===== src/rtl/pp_buf_pkg.sv =====
package pp_buf_pkg;
  typedef enum logic [1:0] {
    HS_EMPTY    = 2'd0,
    HS_FILLING  = 2'd1,
    HS_FULL     = 2'd2,
    HS_DRAINING = 2'd3
  } half_st_t;
endpackage


===== src/rtl/pp_sdp_ram.sv =====
module pp_sdp_ram #(
  parameter int DATA_W = 16,
  parameter int ADDR_W = 5
) (
  input  logic              clk,
  input  logic              we,
  input  logic [ADDR_W-1:0] waddr,
  input  logic [DATA_W-1:0] wdata,
  input  logic              re,
  input  logic [ADDR_W-1:0] raddr,
  output logic [DATA_W-1:0] rdata
);
  localparam int WORDS = 1 << ADDR_W;
  logic [DATA_W-1:0] mem [WORDS];

  always_ff @(posedge clk) begin
    if (we) mem[waddr] <= wdata;
  end

  // Registered read; output holds while re is low.
  always_ff @(posedge clk) begin
    if (re) rdata <= mem[raddr];
  end
endmodule


===== src/rtl/pp_half_ctl.sv =====
module pp_half_ctl
  import pp_buf_pkg::*;
#(
  parameter int CNT_W = 5
) (
  input  logic             clk,
  input  logic             rst,
  input  logic             wr_fire,
  input  logic             wr_close,
  input  logic [CNT_W-1:0] close_cnt,
  input  logic             rd_fire,
  input  logic             rd_close,
  output half_st_t         st,
  output logic [CNT_W-1:0] cnt
);
  always_ff @(posedge clk) begin
    if (rst) begin
      st  <= HS_EMPTY;
      cnt <= '0;
    end else begin
      unique case (st)
        HS_EMPTY:    if (wr_fire) st <= wr_close ? HS_FULL : HS_FILLING;
        HS_FILLING:  if (wr_fire && wr_close) st <= HS_FULL;
        HS_FULL:     if (rd_fire) st <= rd_close ? HS_EMPTY : HS_DRAINING;
        HS_DRAINING: if (rd_fire && rd_close) st <= HS_EMPTY;
        default:     st <= HS_EMPTY;
      endcase
      if (wr_fire && wr_close) cnt <= close_cnt;
    end
  end
endmodule


===== src/rtl/pp_wr_side.sv =====
module pp_wr_side
  import pp_buf_pkg::*;
#(
  parameter int HALF_DEPTH = 16,
  parameter int OFF_W      = 4,
  parameter int CNT_W      = 5
) (
  input  logic             clk,
  input  logic             rst,
  input  logic             in_valid,
  input  logic             in_last,
  input  half_st_t         cur_st,
  output logic             in_ready,
  output logic             wsel,
  output logic [OFF_W-1:0] woff,
  output logic             fire,
  output logic             close,
  output logic [CNT_W-1:0] close_cnt
);
  assign in_ready  = (cur_st == HS_EMPTY) || (cur_st == HS_FILLING);
  assign fire      = in_valid && in_ready;
  assign close     = in_last || (woff == OFF_W'(HALF_DEPTH - 1));
  assign close_cnt = CNT_W'(woff) + CNT_W'(1);

  always_ff @(posedge clk) begin
    if (rst) begin
      wsel <= 1'b0;
      woff <= '0;
    end else if (fire) begin
      if (close) begin
        wsel <= ~wsel;
        woff <= '0;
      end else begin
        woff <= woff + OFF_W'(1);
      end
    end
  end
endmodule


===== src/rtl/pp_rd_side.sv =====
module pp_rd_side
  import pp_buf_pkg::*;
#(
  parameter int OFF_W = 4,
  parameter int CNT_W = 5
) (
  input  logic             clk,
  input  logic             rst,
  input  half_st_t         cur_st,
  input  logic [CNT_W-1:0] cur_cnt,
  input  logic             out_ready,
  output logic             out_valid,
  output logic             out_last,
  output logic             rsel,
  output logic [OFF_W-1:0] roff,
  output logic             fire,
  output logic             close
);
  logic readable;

  assign readable = (cur_st == HS_FULL) || (cur_st == HS_DRAINING);
  assign fire     = readable && (!out_valid || out_ready);
  assign close    = (CNT_W'(roff) + CNT_W'(1)) == cur_cnt;

  always_ff @(posedge clk) begin
    if (rst) begin
      rsel      <= 1'b0;
      roff      <= '0;
      out_valid <= 1'b0;
      out_last  <= 1'b0;
    end else begin
      if (fire) begin
        out_valid <= 1'b1;
        out_last  <= close;
        if (close) begin
          rsel <= ~rsel;
          roff <= '0;
        end else begin
          roff <= roff + OFF_W'(1);
        end
      end else if (out_ready) begin
        out_valid <= 1'b0;
        out_last  <= 1'b0;
      end
    end
  end
endmodule


===== src/rtl/pp_pkt_buf.sv =====
module pp_pkt_buf
  import pp_buf_pkg::*;
#(
  parameter int DATA_W     = 16,
  parameter int HALF_DEPTH = 16
) (
  input  logic              clk,
  input  logic              rst,
  input  logic              in_valid,
  output logic              in_ready,
  input  logic [DATA_W-1:0] in_data,
  input  logic              in_last,
  output logic              out_valid,
  input  logic              out_ready,
  output logic [DATA_W-1:0] out_data,
  output logic              out_last
);
  localparam int OFF_W  = (HALF_DEPTH > 1) ? $clog2(HALF_DEPTH) : 1;
  localparam int CNT_W  = OFF_W + 1;
  localparam int ADDR_W = OFF_W + 1;

  half_st_t         hst [2];
  logic [CNT_W-1:0] hcnt [2];

  logic             wsel, rsel, wfire, wclose, rfire, rclose;
  logic [OFF_W-1:0] woff, roff;
  logic [CNT_W-1:0] wcnt;

  pp_wr_side #(.HALF_DEPTH(HALF_DEPTH), .OFF_W(OFF_W), .CNT_W(CNT_W)) u_wr (
    .clk(clk), .rst(rst), .in_valid(in_valid), .in_last(in_last),
    .cur_st(hst[wsel]), .in_ready(in_ready), .wsel(wsel), .woff(woff),
    .fire(wfire), .close(wclose), .close_cnt(wcnt)
  );

  pp_rd_side #(.OFF_W(OFF_W), .CNT_W(CNT_W)) u_rd (
    .clk(clk), .rst(rst), .cur_st(hst[rsel]), .cur_cnt(hcnt[rsel]),
    .out_ready(out_ready), .out_valid(out_valid), .out_last(out_last),
    .rsel(rsel), .roff(roff), .fire(rfire), .close(rclose)
  );

  for (genvar gi = 0; gi < 2; gi++) begin : g_half
    logic mine_w, mine_r;
    assign mine_w = (wsel == 1'(gi));
    assign mine_r = (rsel == 1'(gi));
    pp_half_ctl #(.CNT_W(CNT_W)) u_half (
      .clk(clk), .rst(rst),
      .wr_fire(wfire && mine_w), .wr_close(wclose), .close_cnt(wcnt),
      .rd_fire(rfire && mine_r), .rd_close(rclose),
      .st(hst[gi]), .cnt(hcnt[gi])
    );
  end

  pp_sdp_ram #(.DATA_W(DATA_W), .ADDR_W(ADDR_W)) u_ram (
    .clk(clk), .we(wfire), .waddr({wsel, woff}), .wdata(in_data),
    .re(rfire), .raddr({rsel, roff}), .rdata(out_data)
  );
endmodule


===== config.mk =====
export PLATFORM = sky130hd
export DESIGN_NAME = pp_pkt_buf
export DESIGN_NICKNAME = d
export VERILOG_FILES = /design/src/rtl/pp_buf_pkg.sv /design/src/rtl/pp_sdp_ram.sv /design/src/rtl/pp_half_ctl.sv /design/src/rtl/pp_wr_side.sv /design/src/rtl/pp_rd_side.sv /design/src/rtl/pp_pkt_buf.sv
export SDC_FILE = /design/constraint.sdc
export NUM_CORES = 1
export LEC_CHECK = 0
export ABC_AREA = 1
export BUFFER_PORTS_ARGS = -buffer_cell sky130_fd_sc_hd__buf_2
export CAP_MARGIN = 20
export CORE_MARGIN = 2
export CORE_UTILIZATION = 45
export CTS_CLUSTER_SIZE = 10
export DETAILED_ROUTE_END_ITERATION = 12
export PLACE_DENSITY = 0.72
export SLEW_MARGIN = 20
export SYNTH_ARGS = -nofsm -noshare
export SYNTH_HDL_FRONTEND = slang
export SYNTH_SLANG_ARGS = --single-unit

===== constraint.sdc =====
create_clock -name clk -period 2.26 [get_ports clk]
set_input_delay 0.226 -clock clk [delete_from_list [all_inputs] [get_ports clk]]
set_output_delay 0.226 -clock clk [all_outputs]
set_load 0.02 [all_outputs]

======== Word level (Yosys, flattened, before mapping) ========
Memory sizes are Yosys's and may differ from the RTL's. A register that Yosys moved wholly into a read port is not among the register bits.
Cells that the tools add are included.
storage, ports and cells
  bits in registers ....................... 26
  latch bits .............................. 0
  bits in writable memories ............... 512
  ROM bits ................................ 0
  input port bits ......................... 21
  output and inout bits ................... 19
  word-level logic and storage cells ...... 91
  memories kept ........................... 1
operators by class
  add/subtract/negate cells ............... 4
  multipliers ............................. 0
  divide/modulo/power cells ............... 0
  magnitude comparators ................... 2
  equal/unequal tests ..................... 19
  shift-type cells ........................ 0
  mux-type cells .......................... 28
  bitwise operators ....................... 4
  reduce and logical (&&, ||, !) cells .... 23
memory list
  name       depth  width  rd ports  clocked after Yosys merged registers in  wr ports  line              RTL
  u_ram.mem  32     16     1         1                                        1         pp_sdp_ram.sv:14  logic [DATA_W-1:0] mem [WORDS];
operator list
  cell                                                              count
  2-bit 2-to-1 mux                                                  16
  2-bit by 1-bit != test with 1-bit output (second input constant)  8
  2-bit one-hot mux with 4 select lines                             2
  5-bit 2-to-1 mux                                                  3
  2-bit == test (second input constant)                             6
  4-bit by 1-bit adder with 5-bit output (second input constant)    2
  1-bit logical AND                                                 10
  4-bit by 1-bit adder with 4-bit output (second input constant)    2
  4-bit 2-to-1 mux                                                  2
  4-bit AND reduction                                               2
  2-bit by 1-bit == test with 1-bit output (second input constant)  3
  2-bit logical NOT                                                 3
  5-bit == test                                                     1
  1-bit 2-to-1 mux                                                  5
  4-bit == test (second input constant)                             1
  2-bit greater-or-equal comparator (second input constant)         2
  1-bit logical OR                                                  4
  1-bit inverter with 2-bit output                                  2
  2-bit AND reduction                                               2
  1-bit inverter                                                    2
  2-bit nonzero test                                                1
  1-bit logical NOT                                                 1

======== Longest topological paths before layout ========
Gate-level depths: netlist of run 1.
  depth in word-level cells ............... 11
  gate-level depth with buffers ........... 14
  depth with buffers taken out ............ 13

======== Modules after synthesis ========
Synthesis of run 1 repeated with hierarchy kept, for this count alone.
second synthesis, totals
  cell total of the unflattened synthesis .. 2047
  area total of the unflattened synthesis .. 22974.5 sq um
modules (own cells, without submodules)
  module       times used  cells an instance  area an instance (sq um)  sequential area each (sq um)
  pp_sdp_ram   1           1794               21461.8                   15855.2
  pp_half_ctl  2           53                 332.8                     140.1
  pp_rd_side   1           71                 432.9                     140.1
  pp_wr_side   1           38                 264.0                     100.1
  pp_pkt_buf   1           38                 150.1                     0.0

======== Least setup slack after synthesis of run 1 ========
Ideal clock, no wire load.
  kind .................................... reg2reg
  start ................................... reg u_wr.wsel
  end ..................................... mem u_ram.mem[31][0] (enable)
  library setup time ...................... 0.390 ns
  arrival time ............................ 1.834 ns
  required time ........................... 1.870 ns
  path slack .............................. 0.036 ns
  cell stages (with the launch flop) ...... 7
  buffers on the path ..................... 1
  clock period less this slack ............ 2.224 ns
  cells stage by stage .................... dfxtp_1 -> buf_4 -> o21ai_2 -> nand2_2 -> nor2_1 -> nand2_2 -> nor2_1
on the way
  longest elaborated chain between the ends .. 9
  elaborated cells on any way between the ends .. 10
  classes of those cells .................. 1 x eq/ne; 5 x mux; 1 x bitwise; 3 x reduce/logical
ends and longest elaborated chain
  item                                                                                  line              RTL
  start: declaration                                                                    pp_wr_side.sv:14  output logic wsel,
  start signal: assignment                                                              pp_wr_side.sv:31  wsel <= ~wsel;
  1-bit inverter with 2-bit output (implied by the code) (*)                            pp_pkt_buf.sv:31  .cur_st(hst[wsel]), .in_ready(in_ready), .wsel(wsel), .woff(woff),
  2-bit 2-to-1 mux (implied by the code) (*) (3 in series)                              pp_pkt_buf.sv:31
  2-bit by 1-bit == test with 1-bit output / 2-bit logical NOT (equally long branches)  pp_wr_side.sv:20  assign in_ready = (cur_st == HS_EMPTY) || (cur_st == HS_FILLING);
  1-bit logical OR (*)                                                                  pp_wr_side.sv:20
  net in_ready                                                                          pp_pkt_buf.sv:10  output logic in_ready,
  1-bit logical AND (*)                                                                 pp_wr_side.sv:21  assign fire = in_valid && in_ready;
  1-bit 2-to-1 mux (*)                                                                  pp_sdp_ram.sv:17  if (we) mem[waddr] <= wdata;
  1-bit 2-to-1 mux (implied by the code) (*)                                            pp_sdp_ram.sv:17
  end: declaration                                                                      pp_sdp_ram.sv:14
The timed path passes the listed nets; every way through them passes the cells marked *. The select of a mux whose other input is x is not followed.

==> summary.txt, run 1 <==
================================================================================
Post-Route Utilization ............................................        0.518
Inserted Diodes ...................................................            0
FF-to-FF path depth ...............................................            8
# Post-CTS Setup Buffers ..........................................            0
Total Die Area ....................................................   50900 um^2
TritonCTS clock tree ..............................................          yes
Number of instances in the synthesized netlist ....................         1697
Number of top-level design ports ..................................           40
Count of endpoints failing hold in the final timing report ........            0
Number of library cell types mapped by synthesis ..................           34
Worst clock skew ..................................................    0.0173 ns
Post-synth EDFFs ..................................................          528
Via count of the first global-routing pass ........................        14100
Post-Synthesis Cell Area ..........................................   22100 um^2
Upper clock frequency limit .......................................      498 MHz
Clock network latency to the later pin of the worst-skew pair .....      0.62 ns
Clk sink count ....................................................          554
Remaining antenna violation count .................................            0
H-tree lvl count ..................................................            2
Number of stages on the worst hold path ...........................            4
Starting utilization of the core area .............................        0.454
Fraction of registers with async set/reset ........................            0
Critical-path maximum fanout ......................................           66
CP startpoint kind ................................................     register
Worst R2R Setup Slack .............................................      0.25 ns
DRT Wirelength ....................................................     56600 um
Cell breakdown of the critical path ............................... clkinv_2 > buf_12 > o21ai_0 > o221ai_1 > nand3_1 > nand2_1 > nand2_1 > nand2_1
Root buf cell ..................................................... sky130_fd_sc_hd__clkbuf_16
Net count reported at finish ......................................         1793
Number of placed instances, taps included .........................         2365
Top FF cell, synth ................................................ sky130_fd_sc_hd__edfxtp_1
First-pass GRT wire length ........................................     86000 um
Number of nets in the synthesized netlist .........................         1723
Worst setup path endpoint ......................................... u_ram.rdata[7]$_DFFE_PN_
Share of layout cells above drive strength 1 ......................        0.130
Arrival time at the worst endpoint ................................      2.49 ns
Rel. slew slack ...................................................        0.423
Worst Tran Pin Value ..............................................     0.865 ns
Tcrit/Tclk final ..................................................        0.889
Number of buffers created by CTS ..................................           61
Slowest cell on crit path ......................................... sky130_fd_sc_hd__dfxtp_4
Deepest clock path buffer count ...................................            3
Core Rows .........................................................           81
Class of the tightest hold or removal check ....................... input port to register
Placed cell area ..................................................   23600 um^2
Share of synthesized area occupied by flip-flops and latches ......        0.741
Sum of negative setup slack .......................................         0 ns
Routed len/inst ...................................................      23.0 um
Outcome ........................................................... complete, no violations
Worst Path Required ...............................................      2.74 ns
Detailed-placement wirelength estimate ............................     33100 um
Number of synthesized register bits ...............................          554
Number of max-capacitance violations reported .....................            0
Final worst path period need ......................................      2.01 ns
Vias post-DR ......................................................        14500
Worst Path Class, Setup ........................................... register to register
Vertical die dimension ............................................       226 um
Final setup violation count .......................................            0
RD Place Congestion ...............................................        0.820
Post-synthesis to final-layout area growth ........................        14.3%
Drt via density ...................................................         5.90
Avg Synthesized Cell Area .........................................    13.0 um^2
Number of antenna violations at the first check in global routing .            1
RSZ-0062 raised after global routing ..............................        false
Maximum ir drop on the vdd rail ...................................   0.000639 V
Type of element capturing the critical path .......................     register
Final cell count without fillers ..................................         2458
R2R Path Start .................................................... u_rd.roff[1]$_SDFFE_PP0N_
Most common cell after layout, fill and taps aside ................ sky130_fd_sc_hd__edfxtp_1
TritonRoute pass-1 iters ..........................................            5
Pwr per Cell Area ................................................. 1010 nW/um^2
Drt initial violations ............................................         2101
Synthesis warning total ...........................................            0
Clk slew on worst S/H paths .......................................      0.06 ns
Most frequent cells in the layout ................................. sky130_fd_sc_hd__edfxtp_1 (528), sky130_fd_sc_hd__nor2_1 (288), sky130_fd_sc_hd__o21ai_0 (240), sky130_fd_sc_hd__nand2_1 (147), sky130_fd_sc_hd__o221ai_1 (128)
Critical path's most frequent cell ................................ sky130_fd_sc_hd__nand2_1
Post-route worst hold slack .......................................    0.0336 ns
Global route total overflow .......................................            0
Pin count of the biggest net entering global routing ..............           73
Overall global routing resource usage .............................        0.225
Core area .........................................................   48700 um^2
Crit-path max cell delay ..........................................      0.36 ns
Leakage Power .....................................................      8.39 nW
Number of design rule violations left after detail routing ........            0
Critical path startpoint .......................................... u_rd.roff[1]$_SDFFE_PP0N_
Capture point of the worst reg-to-reg path ........................ u_ram.rdata[7]$_DFFE_PN_
Area of all placed cells without fillers ..........................   25300 um^2
Number of port buffers ............................................           39
Number of max-slew violations in the final report .................            0
Die width .........................................................       226 um
================================================================================
[per-layer routing]
metal  GRT usage  wire length (um)
met1       0.317             22700
met2       0.351             26200
met3      0.0518              6280
met4      0.0696              1490
met5           0                 0
[registers in the layout (all words and copies together), names as in the netlist]
name	flops
u_rd.roff	4
u_wr.wsel	1
u_ram.mem	512
u_wr.woff	4
u_rd.rsel	1
g_half.u_half.cnt	10
u_rd.out_last	1
g_half.u_half.st	4
u_rd.out_valid	1
u_ram.rdata	16
[stage by stage]
step | worst slack (ns) | power (mW)
3_3_place_gp | 0.248 | 16.9
2_1_floorplan | 0.0358 | 15.1
3_5_place_dp | 0.200 | 17.0
6_report | 0.251 | 25.4
5_1_grt | 0.134 | 26.4
4_1_cts | 0.185 | 25.5
[worst min path at each step]
stage                                               from                              endpoint
finish                                          in_valid             u_wr.woff[3]$_SDFFE_PP0P_
floorplan                                     in_data[0]             u_ram.mem[0][0]$_DFFE_PP_
CTS                                             in_valid             u_wr.woff[3]$_SDFFE_PP0P_
global placement    g_half[1].u_half.cnt[0]$_SDFFE_PP0P_  g_half[1].u_half.cnt[0]$_SDFFE_PP0P_
detailed placement  g_half[1].u_half.cnt[0]$_SDFFE_PP0P_  g_half[1].u_half.cnt[0]$_SDFFE_PP0P_
global route                                    in_valid             u_wr.woff[3]$_SDFFE_PP0P_
[synth_stat cells (2+ instances only)]
master                     number  share of area
sky130_fd_sc_hd__a21oi_1       16         0.0036
sky130_fd_sc_hd__buf_1          4        0.00068
sky130_fd_sc_hd__buf_2         50          0.011
sky130_fd_sc_hd__buf_4         16         0.0054
sky130_fd_sc_hd__buf_6          7         0.0036
sky130_fd_sc_hd__buf_8          2         0.0014
sky130_fd_sc_hd__clkbuf_1      31         0.0053
sky130_fd_sc_hd__clkbuf_2       7         0.0016
sky130_fd_sc_hd__dfxtp_1       26          0.024
sky130_fd_sc_hd__edfxtp_1     528           0.72
sky130_fd_sc_hd__ha_1           5         0.0028
sky130_fd_sc_hd__inv_1         30         0.0051
sky130_fd_sc_hd__inv_2          5        0.00085
sky130_fd_sc_hd__inv_4          2        0.00057
sky130_fd_sc_hd__nand2_1      148          0.025
sky130_fd_sc_hd__nand2_2        5         0.0014
sky130_fd_sc_hd__nand3_1       82          0.019
sky130_fd_sc_hd__nand3_2        2        0.00091
sky130_fd_sc_hd__nand3b_1       2        0.00068
sky130_fd_sc_hd__nor2_1       313          0.053
sky130_fd_sc_hd__nor3_1         2        0.00045
sky130_fd_sc_hd__o21ai_0      240          0.054
sky130_fd_sc_hd__o21ai_1       35         0.0079
sky130_fd_sc_hd__o221ai_1     128          0.051
sky130_fd_sc_hd__xor2_1         2        0.00079
[area by class of cell]
| cell class | count | area, um^2 |
|---|---|---|
| clock inverter | 4 | 25.0 |
| tap | 664 | 831 |
| inverter | 37 | 148 |
| timing repair buffer | 124 | 1250 |
| multi-input combinational | 989 | 5010 |
| clock buffer | 86 | 1620 |
| sequential | 554 | 16400 |
| fill | 3929 | 23500 |
[worst max-delay path, delay by kind of cell, from the launching register on]
kind / cells / cell delay (ns)
AND/OR/NAND/NOR: 4 / 0.57
AO/OA/AOI/OAI: 2 / 0.53
flip-flops: 1 / 0.36
buffers and inverters: 2 / 0.33
[where the power goes]
part | switching [mW] | internal (mW) | total (mW)
clock network | 3.70 | 4.87 | 8.57
registers | 0.181 | 11.6 | 11.7
logic | 3.60 | 1.53 | 5.13
total | 7.48 | 18.0 | 25.4
[cells by family (layout without fill, tap and decap cells)]
group                    count (synthesis)  in the layout  synth area share
XOR/XNOR                                 2              2          0.000792
adder cells (fa/ha/maj)                  5              5           0.00283
buffers and inverters                  154            251            0.0357
flip-flops                             554            554             0.741
AO/OA/AOI/OAI                          423            423             0.118
AND/OR/NAND/NOR                        559            559             0.102
[what timing repair did]
item	4_1_cts	5_1_grt
endpoints found under the hold margin	7	0
resized for setup	0	1
endpoints found under the setup margin	0	11
hold buffers	3	0
Power figures use the tool's default switching activity.
==> run 2, diff against run 1 <==
--- a/config.mk
+++ b/config.mk
@@ -8,7 +8,7 @@
 export ABC_AREA = 1
 export BUFFER_PORTS_ARGS = -buffer_cell sky130_fd_sc_hd__buf_2
 export CAP_MARGIN = 20
-export CORE_MARGIN = 2
+export CORE_MARGIN = 5
 export CORE_UTILIZATION = 45
 export CTS_CLUSTER_SIZE = 10
 export DETAILED_ROUTE_END_ITERATION = 12
==> run 2 against run 1 <==
  * Clock power is 7.0% higher
  * Combinational power is 1% higher
  * Design area is 0.46% lower
  * Setup slack worse by 0.11 ns
  * Via count is 0.71% higher
  * Die area is 5.4% higher
  * Power is 2.4% higher
  * Hold slack worse by 0.0062 ns
  * Register-to-register slack worse by 0.11 ns
==> summary.txt, run 2 (same netlist as run 1, synthesis figures left out) <==
====================================================================================
Largest register FFs ..................................................          512   unchanged
Rel. slew slack .......................................................        0.461   +0.0371
TritonRoute pass-1 iters ..............................................            7   +2
Setup WS post-layout ..................................................     0.138 ns   -0.112 ns
Total Die Area ........................................................   53700 um^2   +5.4%
Tcrit/Tclk final ......................................................        0.939   +0.0498
Number of placed instances, taps included .............................         2373   +0.34%
Reg power frac ........................................................        0.449   -0.013
Leakage Power .........................................................      8.46 nW   +0.87%
Arrival time at the worst endpoint ....................................      2.56 ns   +0.07 ns
Depth of the critical timing path with buffers and inverters included .            8   unchanged
First-pass GRT wire length ............................................     84700 um   -1.5%
Share of layout cells above drive strength 1 ..........................        0.127   -0.00334
H-tree lvl count ......................................................            3   +1
Die width .............................................................       232 um   +2.7%
Class of the tightest hold or removal check ........................... input port to register
Clk slew on worst S/H paths ...........................................      0.05 ns   about the same
Buffers and inverters on the worst path ...............................            2   unchanged
Sum of negative setup slack ...........................................         0 ns   unchanged
Clock network latency to the later pin of the worst-skew pair .........      0.58 ns   -0.04 ns
Vertical die dimension ................................................       232 um   +2.7%
Number of port buffers ................................................           39   unchanged
Crit-path leading delay family ........................................ simple AND/OR/NAND/NOR gates
Post-synthesis to final-layout area growth ............................        13.8%
Critical path's most frequent cell .................................... sky130_fd_sc_hd__nand2_1
Cell breakdown of the critical path ................................... inv_6 > buf_4 > o21ai_0 > o221ai_1 > nand3_1 > nand2_1 > nand2_1 > nand2_1
Starting utilization of the core area .................................        0.454   unchanged
Routed len/inst .......................................................      23.0 um   about the same
Deepest clock path buffer count .......................................            3   unchanged
Hold Path Origin ......................................................     in_valid
Final worst path period need ..........................................      2.12 ns   +0.112 ns
Worst Path Required ...................................................      2.70 ns   -0.04 ns
Global route total overflow ...........................................            0   unchanged
Detailed-placement wirelength estimate ................................     34200 um   +3.1%
Number of buffers created by CTS ......................................           66   +8.2%
Number of inserted filler cells in the final layout ...................         4008   +2.0%
R2R Path Start ........................................................ u_rd.roff[0]$_SDFFE_PP0N_
Worst clock skew ......................................................    0.0186 ns   +0.00132 ns
Area of combinational cells with multiple inputs ......................    4950 um^2   -1.1%
Most common cell after layout, fill and taps aside .................... sky130_fd_sc_hd__edfxtp_1
Net count reported at finish ..........................................         1805   +0.67%
Type of element capturing the critical path ...........................     register
Core Rows .............................................................           81   unchanged
Capture point of the worst reg-to-reg path ............................ u_ram.rdata[0]$_DFFE_PN_
Sw Share ..............................................................        0.290   -0.00410
Number of stages on the worst hold path ...............................            4   unchanged
Final setup violation count ...........................................            0   unchanged
Drt via density .......................................................         5.94   +0.67%
Worst R2R Setup Slack .................................................      0.14 ns   -0.11 ns
Post-route worst hold slack ...........................................    0.0274 ns   -0.00619 ns
Number of top-level design ports ......................................           40   unchanged
Worst slack at placement ..............................................     0.133 ns   -0.0671 ns
Overall global routing resource usage .................................        0.207   -0.0183
Pin count of the biggest net entering global routing ..................           66   -9.6%
Area of all placed cells without fillers ..............................   25200 um^2   -0.46%
Clk sink count ........................................................          554   unchanged
Switching power of the nets ...........................................      7.55 mW   +1.0%
Clock network fraction of total power .................................        0.352   +0.015
Worst Tran Pin Value ..................................................     0.809 ns   -0.0557 ns
Remaining antenna violation count .....................................            0   unchanged
Number of design rule violations left after detail routing ............            0   unchanged
Register ranked first by flip-flop count ..............................    u_ram.mem
Number of max-capacitance violations reported .........................            0   unchanged
Pwr per Cell Area ..................................................... 1040 nW/um^2   +2.9%
RD Place Congestion ...................................................        0.907   +11%
Drt initial violations ................................................         1883   -10%
Crit-path max cell delay ..............................................      0.38 ns   +0.02 ns
Combinational fraction of design power ................................        0.199   -0.003
Top Registers ......................................................... u_ram.mem x512, u_ram.rdata x16, g_half.u_half.cnt x10
Placed cell area ......................................................   23300 um^2   -1.1%
TritonCTS clock tree ..................................................          yes
Count of endpoints failing hold in the final timing report ............            0   unchanged
Core area .............................................................   48700 um^2   unchanged
Root buf cell ......................................................... sky130_fd_sc_hd__clkbuf_16
Critical-path maximum fanout ..........................................           27   -59%
Internal portion of total power .......................................      18.5 mW   +3.0%
Via count of the first global-routing pass ............................        13800   -2.0%
Final cell count without fillers ......................................         2459   +0.041%
Number of max-slew violations in the final report .....................            0   unchanged
Worst Path Class, Setup ............................................... register to register
Most frequent cells in the layout ..................................... sky130_fd_sc_hd__edfxtp_1 (528), sky130_fd_sc_hd__nor2_1 (311), sky130_fd_sc_hd__o21ai_0 (240), sky130_fd_sc_hd__nand2_1 (147), sky130_fd_sc_hd__o221ai_1 (128)
Maximum ir drop on the vdd rail .......................................   0.000686 V   +7.4%
Worst min-delay path endpoint ......................................... u_wr.woff[2]$_SDFFE_PP0P_
CP startpoint kind ....................................................     register
Total Power Consumption ...............................................      26.1 mW   +2.4%
Upper clock frequency limit ...........................................      471 MHz   -5.3%
DRT Wirelength ........................................................     56700 um   about the same
Post-Route Utilization ................................................        0.516   -0.00236
Slowest cell on crit path ............................................. sky130_fd_sc_hd__dfxtp_4
Number of antenna violations at the first check in global routing .....            0   -1
Register area .........................................................   16400 um^2   about the same
Outcome ............................................................... complete, no violations
FF-to-FF path depth ...................................................            8   unchanged
Vias post-DR ..........................................................        14600   +0.71%
====================================================================================
## run 2: cell types whose count changed in the layout (fill, tap and decap cells not counted), sizes merged
cell,before,now
dlygate4sd3,3,2
buf,121,129
diode,0,1
clkinv,3,6
clkbuf,86,76
## run 2: power by group through the flow
stage / Clock, mW / Sequential, mW / Combinational, mW
CTS: 9.31 / 11.7 / 5.11
finish: 9.17 / 11.7 / 5.19
floorplan: 0 / 11.9 / 3.17
global placement: 0 / 11.9 / 4.98
detailed placement: 0 / 11.9 / 5.09
global route: 9.77 / 11.7 / 5.59
## run 2: layout make-up
cell class / count / share of cell area
inverter: 37 / 0.00587
antenna: 1 / 0.0000995
timing repair buffer: 131 / 0.0417
tap: 664 / 0.0330
sequential: 554 / 0.651
clock inverter: 7 / 0.00154
multi-input combinational: 989 / 0.197
clock buffer: 76 / 0.0697
## run 2: worst min-delay path, delay by kind of cell
family / cells / cell delay [ns]
AO/OA/AOI/OAI: 1 / 0.07
AND/OR/NAND/NOR: 2 / 0.16
buffers and inverters: 1 / 0.10
## run 2: metal layers
layer  vias to the layer above  wire (um)  GRT usage
met5                         -          0          0
met4                         0       1700     0.0729
met1                      7162      23200      0.292
met3                       129       5180     0.0430
met2                       848      26600      0.324
li1                       6460          -          -
## run 2: how the worst max path moves through the flow
stage                         startpoint                                   to  slack, ns
6_report       u_rd.roff[0]$_SDFFE_PP0N_             u_ram.rdata[0]$_DFFE_PN_       0.14
3_3_place_gp      u_wr.wsel$_SDFFE_PP0P_           u_ram.mem[11][7]$_DFFE_PP_       0.18
2_1_floorplan     u_wr.wsel$_SDFFE_PP0P_           u_ram.mem[31][0]$_DFFE_PP_       0.04
4_1_cts           u_wr.wsel$_SDFFE_PP0P_          u_ram.mem[27][10]$_DFFE_PP_       0.11
5_1_grt        u_rd.roff[0]$_SDFFE_PP0N_  g_half[1].u_half.st[1]$_SDFFE_PP0P_     -0.001
3_5_place_dp      u_wr.wsel$_SDFFE_PP0P_          u_ram.mem[27][10]$_DFFE_PP_       0.13
## run 2: what timing repair did
| item | 4_1_cts | 5_1_grt |
|---|---|---|
| hold buffers | 2 | 0 |
| setup endpoints to repair | 0 | 93 |
| endpoints found under the hold margin | 7 | 0 |
| buffers inserted | 0 | 0 |
| gates resized for setup | 0 | 2 |
==> run 3, diff against run 2 <==
--- a/config.mk
+++ b/config.mk
@@ -13,7 +13,8 @@
 export CTS_CLUSTER_SIZE = 10
 export DETAILED_ROUTE_END_ITERATION = 12
 export PLACE_DENSITY = 0.72
-export SLEW_MARGIN = 20
+export REMOVE_ABC_BUFFERS = 1
+export SLEW_MARGIN = 0
 export SYNTH_ARGS = -nofsm -noshare
 export SYNTH_HDL_FRONTEND = slang
 export SYNTH_SLANG_ARGS = --single-unit
==> run 3 against run 2 <==
  * Wire length fell by 1.6%
  * Global-route usage fell by 0.53 points
  * Clock skew rose by 0.0014 ns
  * Via count fell by 0.49%
  * First-iteration DRC count fell by 2.3%
  * Clock-buffer cell count rose by 10
  * Setup slack got worse by 0.051 ns
  * Critical path type unchanged
  * Highest routed layer is now met5
==> summary.txt, run 3 (same netlist as run 1, synthesis figures left out) <==
================================================================================
Outcome ........................................................... complete, no violations
TritonRoute pass-1 iters ..........................................            5   -2
Number of inserted filler cells in the final layout ...............         3907   -2.5%
Switching power of the nets .......................................      7.34 mW   -2.7%
H-tree lvl count ..................................................            2   -1
Upper clock frequency limit .......................................      460 MHz   -2.3%
Routed length on met2 .............................................     26600 um   +0.12%
Vertical die dimension ............................................       232 um   unchanged
Total Die Area ....................................................   53700 um^2   unchanged
Drt via density ...................................................         5.95   +0.24%
Pwr per Cell Area ................................................. 1010 nW/um^2   -2.7%
Reg power frac ....................................................        0.463   +0.014
Met1 routed wirelength after detailed routing .....................     22400 um   -3.4%
Register area .....................................................   16400 um^2   unchanged
RSZ-0062 raised after global routing ..............................        false
Die width .........................................................       232 um   unchanged
Clock network latency to the later pin of the worst-skew pair .....      0.61 ns   +0.03 ns
Core area .........................................................   48700 um^2   unchanged
Most frequent cells in the layout ................................. sky130_fd_sc_hd__edfxtp_1 (528), sky130_fd_sc_hd__nor2_1 (296), sky130_fd_sc_hd__o21ai_0 (240), sky130_fd_sc_hd__nand2_1 (148), sky130_fd_sc_hd__o221ai_1 (128)
Vias post-DR ......................................................        14500   -0.49%
Starting utilization of the core area .............................        0.454   unchanged
Post-Route Utilization ............................................        0.516   about the same
Class of the tightest hold or removal check ....................... input port to register
Leakage Power .....................................................      8.33 nW   -1.6%
Register ranked first by flip-flop count ..........................    u_ram.mem
Core Rows .........................................................           81   unchanged
Number of stages on the worst hold path ...........................            6   +2
Count of endpoints failing hold in the final timing report ........            0   unchanged
Global route total overflow .......................................            0   unchanged
Tcrit/Tclk final ..................................................        0.961   +0.0225
First-pass GRT wire length ........................................     83700 um   -1.2%
Remaining antenna violation count .................................            0   unchanged
Area of combinational cells with multiple inputs ..................    4990 um^2   +0.76%
Pin count of the biggest net entering global routing ..............          110   +67%
Net count reported at finish ......................................         1777   -1.6%
R2R Path Start .................................................... u_rd.roff[2]$_SDFFE_PP0N_
Worst clock skew ..................................................    0.0200 ns   +0.00139 ns
Maximum ir drop on the vdd rail ...................................   0.000628 V   -8.4%
Detailed-placement wirelength estimate ............................     31500 um   -7.7%
Share of layout cells above drive strength 1 ......................        0.118   -0.00948
Most common cell after layout, fill and taps aside ................ sky130_fd_sc_hd__edfxtp_1
Number of max-slew violations in the final report .................            0   unchanged
Combinational fraction of design power ............................        0.198   about the same
Clk slew on worst S/H paths .......................................      0.06 ns   about the same
TritonCTS clock tree ..............................................          yes
Critical-path maximum fanout ......................................           10   -63%
Worst R2R Setup Slack .............................................      0.09 ns   -0.05 ns
FF-to-FF path depth ...............................................           11   +3
Met3 wirelength from detailed routing .............................      5100 um   -1.4%
Clock network fraction of total power .............................        0.338   -0.014
Number of design rule violations left after detail routing ........            0   unchanged
Type of element capturing the critical path .......................     register
Capture point of the worst reg-to-reg path ........................ u_rd.out_last$_SDFFE_PP0P_
Post-synthesis to final-layout area growth ........................        13.9%   about the same
Routed len/inst ...................................................      22.8 um   -0.91%
DRT Wirelength ....................................................     55700 um   -1.6%
Sum of negative setup slack .......................................         0 ns   unchanged
CP startpoint kind ................................................     register
Deepest clock path buffer count ...................................            3   unchanged
Final worst path period need ......................................      2.17 ns   +0.0509 ns
Number of antenna violations at the first check in global routing .            1   +1
Clk sink count ....................................................          554   unchanged
Inserted Diodes ...................................................            0   -1
Highest signal layer in the routed design .........................         met5
Drt initial violations ............................................         1839   -2.3%
Worst Path Required ...............................................      2.75 ns   +0.05 ns
Root buf cell ..................................................... sky130_fd_sc_hd__clkbuf_16
Number of max-capacitance violations reported .....................            0   unchanged
Hold Path Origin ..................................................      in_last
Largest register FFs ..............................................          512   unchanged
Number of port buffers ............................................           39   unchanged
Overall global routing resource usage .............................        0.202   -0.00527
Worst min-delay path endpoint ..................................... u_wr.woff[2]$_SDFFE_PP0P_
Arrival time at the worst endpoint ................................      2.67 ns   +0.11 ns
Number of top-level design ports ..................................           40   unchanged
Rel. slew slack ...................................................        0.543   +0.0828
Via count of the first global-routing pass ........................        14300   +3.5%
Number of buffers created by CTS ..................................           61   -7.6%
Worst Path Class, Setup ........................................... register to register
Sw Share ..........................................................        0.290   about the same
Final setup violation count .......................................            0   unchanged
Top Registers ..................................................... u_ram.mem x512, u_ram.rdata x16, g_half.u_half.cnt x10
RD Place Congestion ...............................................        0.813   -10%
Internal portion of total power ...................................      18.0 mW   -2.6%
Worst Tran Pin Value ..............................................     0.685 ns   -0.124 ns
================================================================================
run 3: cell count changes in the layout (fill, tap and decap cells not counted), sizes merged:
cell	delta
buf	-26
clkbuf	+11
dlygate4sd3	+2
diode	-1
clkinv	-1
inv	-3
run 3: final cells by class:
cell class                 count  area share
tap                          664      0.0330
sequential                   554       0.651
clock buffer                  86      0.0652
clock inverter                 3    0.000994
timing repair buffer         108      0.0459
multi-input combinational    989       0.198
inverter                      37     0.00591
run 3: critical path, stage by stage, from the launching register on:
cell and delay, ns:
sky130_fd_sc_hd__dfxtp_2 0.42, sky130_fd_sc_hd__clkinv_2 0.28, sky130_fd_sc_hd__buf_4 0.29, sky130_fd_sc_hd__nand2_1 0.07, sky130_fd_sc_hd__nand2_1 0.05, sky130_fd_sc_hd__nand2_1 0.05, sky130_fd_sc_hd__nand2_1 0.06, sky130_fd_sc_hd__nand2_2 0.07
sky130_fd_sc_hd__nor2_4 0.05, sky130_fd_sc_hd__nand3_2 0.09, sky130_fd_sc_hd__a21oi_1 0.07, sky130_fd_sc_hd__dlygate4sd3_1 0.56
run 3: routing by layer:
layer	global-route usage	vias up
met5	0	-
met4	0.0692	2
met3	0.0356	110
met2	0.332	790
met1	0.274	7206
li1	-	6419
run 3: power by group through the flow:
stage / registers [mW] / clock network [mW] / logic, mW
finish: 11.7 / 8.58 / 5.03
global route: 11.8 / 9.12 / 5.47
CTS: 11.7 / 8.68 / 4.93
detailed placement: 11.9 / 0 / 4.90
global placement: 11.9 / 0 / 4.75
floorplan: 12.3 / 0 / 2.53
run 3: how the worst max path moves through the flow:
| stage | startpoint | endpoint | slack, ns | cells after the start |
|---|---|---|---|---|
| 3_3_place_gp | u_rd.roff[0]$_SDFFE_PP0N_ | u_ram.rdata[15]$_DFFE_PN_ | 0.36 | 8 |
| 6_report | u_rd.roff[2]$_SDFFE_PP0N_ | u_rd.out_last$_SDFFE_PP0P_ | 0.09 | 11 |
| 3_5_place_dp | u_rd.roff[0]$_SDFFE_PP0N_ | u_ram.rdata[15]$_DFFE_PN_ | 0.29 | 8 |
| 5_1_grt | g_half[0].u_half.st[1]$_SDFFE_PP0P_ | u_rd.out_last$_SDFFE_PP0P_ | 0.003 | 7 |
| 4_1_cts | u_rd.out_valid$_SDFFE_PP0P_ | u_rd.out_last$_SDFFE_PP0P_ | 0.03 | 8 |
| 2_1_floorplan | u_rd.roff[0]$_SDFFE_PP0N_ | u_ram.rdata[10]$_DFFE_PN_ | -5.25 | 7 |
run 3: through the flow:
| stage | worst slack [ns] | power [mW] | instances | hold slack (ns) | cell area, um^2 |
|---|---|---|---|---|---|
| 3_3_place_gp | 0.355 | 16.7 | 2347 | 0.450 | 23400 |
| 5_1_grt | 0.00261 | 26.4 | 2441 | 0.155 | 25200 |
| 3_5_place_dp | 0.295 | 16.8 | 2347 | 0.467 | 23400 |
| 4_1_cts | 0.0292 | 25.3 | 2440 | 0.0858 | 25100 |
| 2_1_floorplan | -5.25 | 14.8 | 1580 | 0.295 | 21500 |
| 6_report | 0.0874 | 25.4 | 2441 | 0.111 | 25200 |
run 3: timing repair:
| item | in CTS | in global routing |
|---|---|---|
| setup buffers | 0 | 0 |
| gates resized for setup | 0 | 6 |
| hold endpoints to repair | 7 | 0 |
| endpoints found under the setup margin | 0 | 1 |
| hold buffers | 4 | 0 |
